**src/rtl/rsq_pkg.sv**
```systemverilog
package rsq_pkg;
  typedef enum logic [2:0] {
    ST_RESET   = 3'd0,
    ST_RECOVER = 3'd1,
    ST_CONFIG  = 3'd2,
    ST_ATTACH  = 3'd3,
    ST_ACTIVE  = 3'd4,
    ST_FAULT   = 3'd5
  } seq_state_e;

  function automatic int unsigned umax(input int unsigned a, input int unsigned b);
    return (a > b) ? a : b;
  endfunction
endpackage

```
**src/rtl/rsq_pin_filter.sv**
```systemverilog
module rsq_pin_filter #(
  parameter int unsigned RST_MIN_CYC = 50
) (
  input  logic clk_i,
  input  logic rst_ni,
  input  logic pin_ni,
  output logic hit_o,
  output logic pin_hi_o
);
  localparam int unsigned FW = $clog2(RST_MIN_CYC + 1);
  localparam logic [FW-1:0] CNT_TOP = FW'(RST_MIN_CYC);

  logic [1:0]    sync_q;
  logic [FW-1:0] low_cnt_q;

  always_ff @(posedge clk_i or negedge rst_ni) begin
    if (!rst_ni) sync_q <= 2'b00;
    else         sync_q <= {sync_q[0], pin_ni};
  end

  always_ff @(posedge clk_i or negedge rst_ni) begin
    if (!rst_ni)                low_cnt_q <= '0;
    else if (sync_q[1])         low_cnt_q <= '0;
    else if (low_cnt_q != CNT_TOP) low_cnt_q <= low_cnt_q + 1'b1;
  end

  assign hit_o    = (low_cnt_q == CNT_TOP);
  assign pin_hi_o = sync_q[1];

  // a qualified reset requires the synced pin low on the previous cycle too
  assert_hit_needs_low_R9: assert property (@(posedge clk_i) disable iff (!rst_ni)
    $rose(hit_o) |-> $past(!sync_q[1]));
endmodule

```
**src/rtl/rsq_tick_timer.sv**
```systemverilog
module rsq_tick_timer #(
  parameter int unsigned TW = 17
) (
  input  logic          clk_i,
  input  logic          rst_ni,
  input  logic          tick_i,
  input  logic          clr_i,
  input  logic [TW-1:0] limit_i,
  output logic          expire_o
);
  logic [TW-1:0] cnt_q;

  always_ff @(posedge clk_i or negedge rst_ni) begin
    if (!rst_ni)                   cnt_q <= '0;
    else if (clr_i)                cnt_q <= '0;
    else if (tick_i && cnt_q != '1) cnt_q <= cnt_q + 1'b1;
  end

  assign expire_o = (cnt_q >= limit_i);

  assert_timer_restart_R7: assert property (@(posedge clk_i) disable iff (!rst_ni)
    clr_i |=> (cnt_q == '0));
endmodule

```
**src/rtl/rsq_fsm.sv**
```systemverilog
module rsq_fsm import rsq_pkg::*; #(
  parameter int unsigned TW            = 17,
  parameter int unsigned RECOVER_US    = 500,
  parameter int unsigned CFG_MAX_US    = 50000,
  parameter int unsigned ATTACH_MAX_US = 100000,
  parameter int unsigned RESP_MAX_US   = 5000
) (
  input  logic          clk_i,
  input  logic          rst_ni,
  input  logic          rst_hit_i,
  input  logic          pin_hi_i,
  input  logic          cfg_done_i,
  input  logic          bus_rst_i,
  input  logic          req_start_i,
  input  logic          req_done_i,
  input  logic          expire_i,
  output logic          tmr_clr_o,
  output logic [TW-1:0] limit_o,
  output logic          core_rst_o,
  output logic          cfg_en_o,
  output logic          attach_o,
  output logic [2:0]    state_o,
  output logic          timeout_o
);
  seq_state_e state_q, state_d;
  logic       pend_q, pend_d;

  always_comb begin
    state_d = state_q;
    if (rst_hit_i) begin
      state_d = ST_RESET;
    end else begin
      unique case (state_q)
        ST_RESET:   if (pin_hi_i) state_d = ST_RECOVER;
        ST_RECOVER: if (expire_i) state_d = ST_CONFIG;
        ST_CONFIG: begin
          if (cfg_done_i)    state_d = ST_ATTACH;
          else if (expire_i) state_d = ST_FAULT;
        end
        ST_ATTACH: begin
          if (bus_rst_i)     state_d = ST_ACTIVE;
          else if (expire_i) state_d = ST_FAULT;
        end
        ST_ACTIVE:
          if (pend_q && expire_i && !req_done_i && !req_start_i && !bus_rst_i)
            state_d = ST_FAULT;
        ST_FAULT:   state_d = ST_FAULT;
        default:    state_d = ST_RESET;
      endcase
    end
  end

  always_comb begin
    pend_d = pend_q;
    if (req_start_i)                   pend_d = 1'b1;
    else if (req_done_i || bus_rst_i)  pend_d = 1'b0;
    if (state_q != ST_ACTIVE || state_d != ST_ACTIVE) pend_d = 1'b0;
  end

  always_ff @(posedge clk_i or negedge rst_ni) begin
    if (!rst_ni) begin
      state_q <= ST_RESET;
      pend_q  <= 1'b0;
    end else begin
      state_q <= state_d;
      pend_q  <= pend_d;
    end
  end

  assign tmr_clr_o = (state_d != state_q) || (state_q == ST_ACTIVE && req_start_i);

  always_comb begin
    unique case (state_q)
      ST_RECOVER: limit_o = TW'(RECOVER_US);
      ST_CONFIG:  limit_o = TW'(CFG_MAX_US);
      ST_ATTACH:  limit_o = TW'(ATTACH_MAX_US);
      ST_ACTIVE:  limit_o = TW'(RESP_MAX_US);
      default:    limit_o = '1;
    endcase
  end

  assign core_rst_o = (state_q == ST_RESET) || (state_q == ST_RECOVER) || (state_q == ST_FAULT);
  assign cfg_en_o   = (state_q == ST_CONFIG);
  assign attach_o   = (state_q == ST_ATTACH) || (state_q == ST_ACTIVE);
  assign timeout_o  = (state_q == ST_FAULT);
  assign state_o    = state_q;

  assert_reset_entry_R2: assert property (@(posedge clk_i) disable iff (!rst_ni)
    rst_hit_i |=> (state_q == ST_RESET));

  assert_recover_hold_R3: assert property (@(posedge clk_i) disable iff (!rst_ni)
    (state_q == ST_RECOVER && !expire_i && !rst_hit_i) |=> (state_q == ST_RECOVER));

  assert_attach_step_R5: assert property (@(posedge clk_i) disable iff (!rst_ni)
    (state_q == ST_CONFIG && cfg_done_i && !rst_hit_i) |=> (state_q == ST_ATTACH));

  assert_fault_sticky_R8: assert property (@(posedge clk_i) disable iff (!rst_ni)
    (state_q == ST_FAULT && !rst_hit_i) |=> (state_q == ST_FAULT));

  assert_cfg_timeout_R4: assert property (@(posedge clk_i) disable iff (!rst_ni)
    (state_q == ST_CONFIG && expire_i && !cfg_done_i && !rst_hit_i) |=> timeout_o);
endmodule

```
**src/rtl/usb_bringup_seq.sv**
```systemverilog
module usb_bringup_seq import rsq_pkg::*; #(
  parameter int unsigned RST_MIN_CYC   = 50,
  parameter int unsigned RECOVER_US    = 500,
  parameter int unsigned CFG_MAX_US    = 50000,
  parameter int unsigned ATTACH_MAX_US = 100000,
  parameter int unsigned RESP_MAX_US   = 5000
) (
  input  logic       clk_i,
  input  logic       rst_ni,
  input  logic       ext_rst_ni,
  input  logic       tick_i,
  input  logic       cfg_done_i,
  input  logic       bus_rst_i,
  input  logic       req_start_i,
  input  logic       req_done_i,
  output logic       core_rst_o,
  output logic       cfg_en_o,
  output logic       attach_o,
  output logic [2:0] state_o,
  output logic       timeout_o
);
  localparam int unsigned LIM_MAX = umax(umax(RECOVER_US, CFG_MAX_US),
                                         umax(ATTACH_MAX_US, RESP_MAX_US));
  localparam int unsigned TW = $clog2(LIM_MAX + 1) + 1;

  logic          rst_hit, pin_hi, tmr_clr, expire;
  logic [TW-1:0] limit;

  rsq_pin_filter #(.RST_MIN_CYC(RST_MIN_CYC)) u_filter (
    .clk_i    (clk_i),
    .rst_ni   (rst_ni),
    .pin_ni   (ext_rst_ni),
    .hit_o    (rst_hit),
    .pin_hi_o (pin_hi)
  );

  rsq_tick_timer #(.TW(TW)) u_timer (
    .clk_i    (clk_i),
    .rst_ni   (rst_ni),
    .tick_i   (tick_i),
    .clr_i    (tmr_clr),
    .limit_i  (limit),
    .expire_o (expire)
  );

  rsq_fsm #(
    .TW(TW), .RECOVER_US(RECOVER_US), .CFG_MAX_US(CFG_MAX_US),
    .ATTACH_MAX_US(ATTACH_MAX_US), .RESP_MAX_US(RESP_MAX_US)
  ) u_fsm (
    .clk_i       (clk_i),
    .rst_ni      (rst_ni),
    .rst_hit_i   (rst_hit),
    .pin_hi_i    (pin_hi),
    .cfg_done_i  (cfg_done_i),
    .bus_rst_i   (bus_rst_i),
    .req_start_i (req_start_i),
    .req_done_i  (req_done_i),
    .expire_i    (expire),
    .tmr_clr_o   (tmr_clr),
    .limit_o     (limit),
    .core_rst_o  (core_rst_o),
    .cfg_en_o    (cfg_en_o),
    .attach_o    (attach_o),
    .state_o     (state_o),
    .timeout_o   (timeout_o)
  );
endmodule

```
**config.mk**
```make
export PLATFORM = sky130hd
export DESIGN_NAME = usb_bringup_seq
export DESIGN_NICKNAME = d
export VERILOG_FILES = /design/src/rtl/rsq_pkg.sv /design/src/rtl/rsq_pin_filter.sv /design/src/rtl/rsq_tick_timer.sv /design/src/rtl/rsq_fsm.sv /design/src/rtl/usb_bringup_seq.sv
export SDC_FILE = /design/constraint.sdc
export NUM_CORES = 1
export LEC_CHECK = 0
export BUFFER_PORTS_ARGS = -buffer_cell sky130_fd_sc_hd__clkbuf_2
export CAP_MARGIN = 20
export CORE_MARGIN = 5
export CORE_UTILIZATION = 55
export CTS_CLUSTER_SIZE = 24
export DETAILED_ROUTE_END_ITERATION = 12
export PLACE_DENSITY_LB_ADDON = 0.3
export SLEW_MARGIN = 10
export SYNTH_ARGS = -nofsm -noshare
export SYNTH_HDL_FRONTEND = slang
export SYNTH_SLANG_ARGS = --single-unit
```
**constraint.sdc**
```tcl
create_clock -name clk_i -period 3.58 [get_ports clk_i]
set_input_delay 0.358 -clock clk_i [delete_from_list [all_inputs] [get_ports clk_i]]
set_output_delay 0.358 -clock clk_i [all_outputs]
set_load 0.02 [all_outputs]
```
# [Word level (Yosys, flattened, before mapping)]
# Cells that the tools add are included.
[word_totals] regBits=30 latch_bits=0 ram_bits=0 rom_bits=0 mem_count=0
[classes] add_sub_neg=2 multipliers=0 div_mod_pow=0 magnitude_cmp=1 n_eq_ne=11 shifts=0 mux=16 bitwise=0 reduce_logical=19
[op_table] operator="18-bit case mux with 4 select lines" n=1
[op_table] operator="18-bit two-way mux" n=2
[op_table] operator="3-bit two-way mux" n=7
[op_table] operator="18-bit by 1-bit adder with 18-bit output, second input constant" n=1
[op_table] operator="18-bit >= comparator" n=1
[op_table] operator="18-bit inequality test, second input constant" n=1
[op_table] operator="3-bit case mux with 6 select lines" n=1
[op_table] operator="6-bit two-way mux" n=2
[op_table] operator="6-bit by 1-bit adder with 6-bit output, second input constant" n=1
[op_table] operator="3-bit by 2-bit == test with 1-bit output, second input constant" n=2
[op_table] operator="3-bit == test, second input constant" n=2
[op_table] operator="6-bit == test, second input constant" n=1
[op_table] operator="1-bit logical AND" n=6
[op_table] operator="1-bit logical OR" n=6
[op_table] operator="3-bit inequality test, second input constant" n=2
[op_table] operator="6-bit inequality test, second input constant" n=1
[op_table] operator="2-bit nonzero test" n=2
[op_table] operator="3-bit by 1-bit == test with 1-bit output, second input constant" n=1
[op_table] operator="1-bit zero test" n=3
[op_table] operator="3-bit zero test" n=1
[op_table] operator="1-bit two-way mux" n=3
[op_table] operator="3-bit inequality test" n=1
[op_table] operator="3-bit nonzero test" n=1

# [Longest topological paths before layout]
[logic_depth] ltp_word=13 mapped_depth=14 depth_no_buf=11

# [Modules after synthesis]
# A second synthesis with hierarchy kept.
[unflattened] cells_unflattened=255 hier_area_um2=2311.0
[by_module_without_submodules] module="rsq_tick_timer" n_inst=1 cells_each=158 area_per_inst_um2=1402.6 seq_area_each_um2=450.4
[by_module_without_submodules] module="rsq_fsm" n_inst=1 cells_each=64 area_per_inst_um2=530.5 seq_area_each_um2=100.1
[by_module_without_submodules] module="rsq_pin_filter" n_inst=1 cells_each=33 area_per_inst_um2=377.9 seq_area_each_um2=200.2

# [Worst setup path after synthesis]
# Ideal clock, no wire load.
[synth_path] path_type="flip-flop to flip-flop" startpoint="reg u_fsm.state_q[2] (netlist: u_fsm.state_o[2])" endpoint="reg u_timer.cnt_q[1]" setup_ps=72 arrival_ps=3358 path_slack_ps=150 stages_incl_launch_ff=15 period_less_slack_ps=3430 cell_sequence="dfrtp_1 -> clkbuf_1 -> clkbuf_1 -> nor3_1 -> or2_2 -> ha_1 -> and4_1 -> nand2_1 -> nor3_1 -> o31ai_2 -> a221o_1 -> a21bo_1 -> buf_6 -> buf_6 -> nor2_1"
[synth_via] elab_chain_len=13 word_cells_on_any_way=25 cone_classes="order compare (1); eq/ne (6); mux (10); reduce/logical (8)"
[synth_lines] element="start, declared" line_no="rsq_fsm.sv:25" text="seq_state_e state_q, state_d;"
[synth_lines] element="start signal, assigned" line_no="rsq_fsm.sv:65" text="state_q <= state_d;"
[synth_lines] element="3-bit by 2-bit == test with 1-bit output (*)"
[synth_lines] element="net cfg_en_o" line_no="usb_bringup_seq.sv:17" text="output logic cfg_en_o,"
[synth_lines] element="18-bit case mux with 4 select lines" line_no="rsq_fsm.sv:73" text="unique case (state_q)"
[synth_lines] element="18-bit >= comparator" line_no="rsq_tick_timer.sv:19" text="assign expire_o = (cnt_q >= limit_i);"
[synth_lines] element="1-bit logical AND (4 in series)" line_no="rsq_fsm.sv:45" text="if (pend_q && expire_i && !req_done_i && !req_start_i && !bus_rst_i)"
[synth_lines] element="3-bit two-way mux" line_no="rsq_fsm.sv:45"
[synth_lines] element="3-bit case mux with 6 select lines (*)" line_no="rsq_fsm.sv:33" text="unique case (state_q)"
[synth_lines] element="3-bit two-way mux (*)" line_no="rsq_fsm.sv:30" text="if (rst_hit_i) begin"
[synth_lines] element="3-bit inequality test (*)" line_no="rsq_fsm.sv:70" text="assign tmr_clr_o = (state_d != state_q) || (state_q == ST_ACTIVE && req_start_i);"
[synth_lines] element="1-bit logical OR (*)" line_no="rsq_fsm.sv:70"
[synth_lines] element="18-bit two-way mux / 2-bit nonzero test (equally long branches)"
[synth_lines] element="end signal, assigned" line_no="rsq_tick_timer.sv:16" text="else if (tick_i && cnt_q != '1) cnt_q <= cnt_q + 1'b1;"
[synth_lines] element="end, declared" line_no="rsq_tick_timer.sv:11" text="logic [TW-1:0] cnt_q;"
# Mark *: on every way through the listed nets, which the timed path passes. The rest lies on a longest branch.
# A chain may end at the register's enable or synchronous reset.

# [Worst setup path after layout]
[layout_path] startpoint="reg u_fsm.state_q[1] (netlist: u_fsm.state_o[1])" endpoint="reg u_fsm.state_q[1] (netlist: u_fsm.state_o[1])"
[layout_via] elab_chain_len=10 word_cells_on_any_way=20 cone_classes="order compare (1); eq/ne (5); mux (9); reduce/logical (5)"
[layout_lines] element="3-bit == test (tied with other cells)" line_no="rsq_fsm.sv:33, rsq_fsm.sv:73"
[layout_lines] element="18-bit case mux with 4 select lines" line_no="rsq_fsm.sv:73"
[layout_lines] element="18-bit >= comparator" line_no="rsq_tick_timer.sv:19"
[layout_lines] element="1-bit logical AND (4 in series)" line_no="rsq_fsm.sv:45"
[layout_lines] element="3-bit two-way mux" line_no="rsq_fsm.sv:45"
[layout_lines] element="3-bit case mux with 6 select lines (*)" line_no="rsq_fsm.sv:33"
[layout_lines] element="3-bit two-way mux (*)" line_no="rsq_fsm.sv:30"
[layout_lines] element="net u_fsm.state_d[1]" line_no="rsq_fsm.sv:25"
# Marks and branches as above.

==> summary.md <==
| Metric | Value |
|---|---|
| Status | completed |
| Root buffer cell | clkbuf_8 |
| Measured slew at the worst slew-check pin | 737 ps |
| Seq pwr share | 47.6% |
| Worst Skew | 4.86 ps |
| Tmin final | 3230 ps |
| Total GRT Usage | 17.5% |
| Fin cells | 301 |
| Largest net degree at the start of global routing | 31 |
| ANT nets after route | 0 |
| Drt first pass iters | 4 |
| Fillers | 315 |
| Wire per inst | 14.3 µm |
| WP data arrival | 3420 ps |
| Hold slack | 129 ps |
| Crit path max fanout | 10 |
| Tcrit/Tclk final | 90.3% |
| Sequential share of the synthesized area | 34.9% |
| Static leakage | 1.15 nW |
| Sw Share | 29.7% |
| Placement Setup Slack | 270 ps |
| Avg Cell Area, Syn | 9.00 µm² |
| Synth top area cells | dfrtp_1, ha_1, nor2_1 |
| Comb pwr share | 16.5% |
| Die area | 5260 µm² |
| IO Pins | 15 |
| Share of the synthesized area in the top cell type | 34.9% |
| Iteration-0 DRC count of the detailed router | 85 |
| Antenna cells | 0 |
| Ys flop type | dfrtp_1 |
| Max clock buf depth | 2 |
| Critical Path Sink Type | flop |
| RSZ-0062 raised after global routing | false |
| CTS tree | yes |
| Switching pwr | 0.000274 W |
| Synth Register Bits | 30 |
| Dpl hpwl | 3190 µm |
| Placed cell count | 293 |
| Startpoint class of the critical path | flop |
| Final-report setup violation count | 0 |
| Row count | 22 |
| RD Place Congestion | 0.843 |
| First-pass GRT wire length | 7260 µm |
| Share of synthesized registers carrying an async set or reset | 100% |
| Core Region | 3720 µm² |
| Chip Width | 72.5 µm |
| Post-route setup slack | 348 ps |
| Synth Instances | 239 |
| H-tree Lvls | 2 |
| Total gr overflow | 0 |
| Fmax | 0.309 GHz |
| Post-synth cell types | 45 |
| Post-CTS Setup Bufs | 0 |
| Starting Density | 57.9% |
| Num CTS Buffers | 5 |
| Synth Warn # | 0 |
| Clk slew on worst S/H paths | 70 ps |
| Most numerous cell in the Yosys netlist | nor2_1 |
| Internal power | 0.000649 W |
| EDFF count, synth | 0 |
| Die height | 72.5 µm |
| Final wirelength | 4300 µm |
| Worst vdd ir | 0.366 mV |
| Finished Core Util | 63.4% |
| Top cell type by total area after synthesis | dfrtp_1 |
| Vias in the first global route | 1555 |
| Required @ worst endpoint | 3770 ps |
| Vias/cell | 5.62 |
| Syn Std Cell Area | 2150 µm² |
| Cts hold-fix bufs | 0 |
| Syn Nets | 266 |
| Top post-synthesis cells by count | nor2_1, dfrtp_1, ha_1 |
| Clk_lat worst skew | 280 ps |
| Clk network pwr share | 35.8% |
| Final Hold Viols | 0 |
| Area growth, synth to finish | 9.54% |
| Post-CTS Resized | 0 |
| Initial antenna violation count | 0 |
| Worst setup path class | flop to flop |
| Cell Pwr Density | 392 nW/µm² |
| Final setup TNS | 0 ps |
| CTS sink cnt | 30 |
| Share of cells above drive strength 1 | 13.0% |
| Vias | 1692 |
| Final Max Slew Viols | 0 |
| MaxCap Viol Count | 0 |
| Number of port buffers | 14 |
| Residual DRC | 0 |
| Hold Path Class | primary input to asynchronous set/reset pin |
| Nets | 279 |
| Relative slew slack | 50.8% |
-- power groups by stage --
stage                     Combinational, W  Sequential (W)  Clock, W
final                             0.000153        0.000439  0.000331
after global routing              0.000177        0.000445  0.000353
after CTS                         0.000152        0.000437  0.000337
after detailed placement          0.000151        0.000443         0
after global placement            0.000144        0.000440         0
after floorplan                   0.000130        0.000416         0
-- critical path, cell delays in order, from the launching register on --
cell	delay (ps)
dfrtp_1	420
buf_4	190
inv_1	190
nor3_1	110
or2_2	350
ha_1	320
a21oi_1	140
nand2_1	70
a221o_1	330
a31oi_1	250
nand2_1	180
mux2_1	350
a211oi_2	240
-- cell families after synthesis --
logic type                 Yosys count  share of synthesized area, %
and+or+nand+nor                    103                          23.9
buffers and inverters               20                          4.36
DFF                                 30                          34.9
muxes                                3                          1.45
adders and majority gates           20                          11.5
xor gates and xnor gates            26                          10.6
AOI/OAI and AO/OA                   37                          13.3
-- path summary, 6_finish.rpt --
path | start | to | slack [ps] | cells past startpoint
max | u_fsm.state_o[1] | u_fsm.state_o[1] | 350 | 12
min | rst_ni | u_timer.cnt_q[17] | 130 | 1
max reg2reg | u_fsm.state_o[1] | u_fsm.state_o[1] | 350 | 12
min reg2reg | u_filter.sync_q[0] | u_filter.sync_q[1] | 360 | 0
max in group asynchronous | rst_ni | u_filter.low_cnt_q[3] | 2980 | 1
min in group clk_i | ext_rst_ni | u_filter.sync_q[0] | 180 | 1
-- sequential cells by signal, summed over array words and instances, names as in the netlist --
signal              count
u_fsm.state_o           3
u_filter.sync_q         2
u_filter.low_cnt_q      6
u_timer.cnt_q          18
u_fsm.pend_q            1
-- cell type report --
class	count	area (µm²)	share of cell area, %
inverter	8	30.0	1.27
tap	48	60.1	2.55
sequential	30	751	31.9
clock inverter	3	40.0	1.70
clock buffer	5	68.8	2.92
multi-input combinational	189	1310	55.4
timing repair buffer	18	100	4.25
-- stage by stage --
stage	total power [W]	area (µm²)
2_1_floorplan	0.000545	2150
3_3_place_gp	0.000584	2250
3_5_place_dp	0.000594	2250
4_1_cts	0.000926	2360
5_1_grt	0.000974	2360
6_report	0.000923	2360
-- metal layers --
layer	global-route usage, %	vias up	share of wire [%]
met1	24.7	797	50
li1	-	868	-
met4	6.76	0	1.4
met2	26.8	23	46
met3	2.91	4	2.9
met5	0	-	0
-- placed cells by master, fill, tap and decap left out, drive strengths merged, types with 2 or more instances in the layout --
| master | instances |
|---|---|
| mux2i | 2 |
| nor2 | 39 |
| a221o | 2 |
| a211oi | 2 |
| nand2 | 14 |
| clkinv | 2 |
| ha | 19 |
| nor3 | 8 |
| xor2 | 13 |
| clkbuf | 19 |
| a31oi | 2 |
| xnor2 | 13 |
| nand4 | 10 |
| a21o | 3 |
| inv | 8 |
| and4 | 5 |
| nor2b | 3 |
| and3 | 6 |
| o21ai | 7 |
| nand3 | 10 |
| nand2b | 2 |
| buf | 4 |
| dfrtp | 30 |
| a21oi | 9 |
No activity file was read; power rests on OpenSTA's default activity.
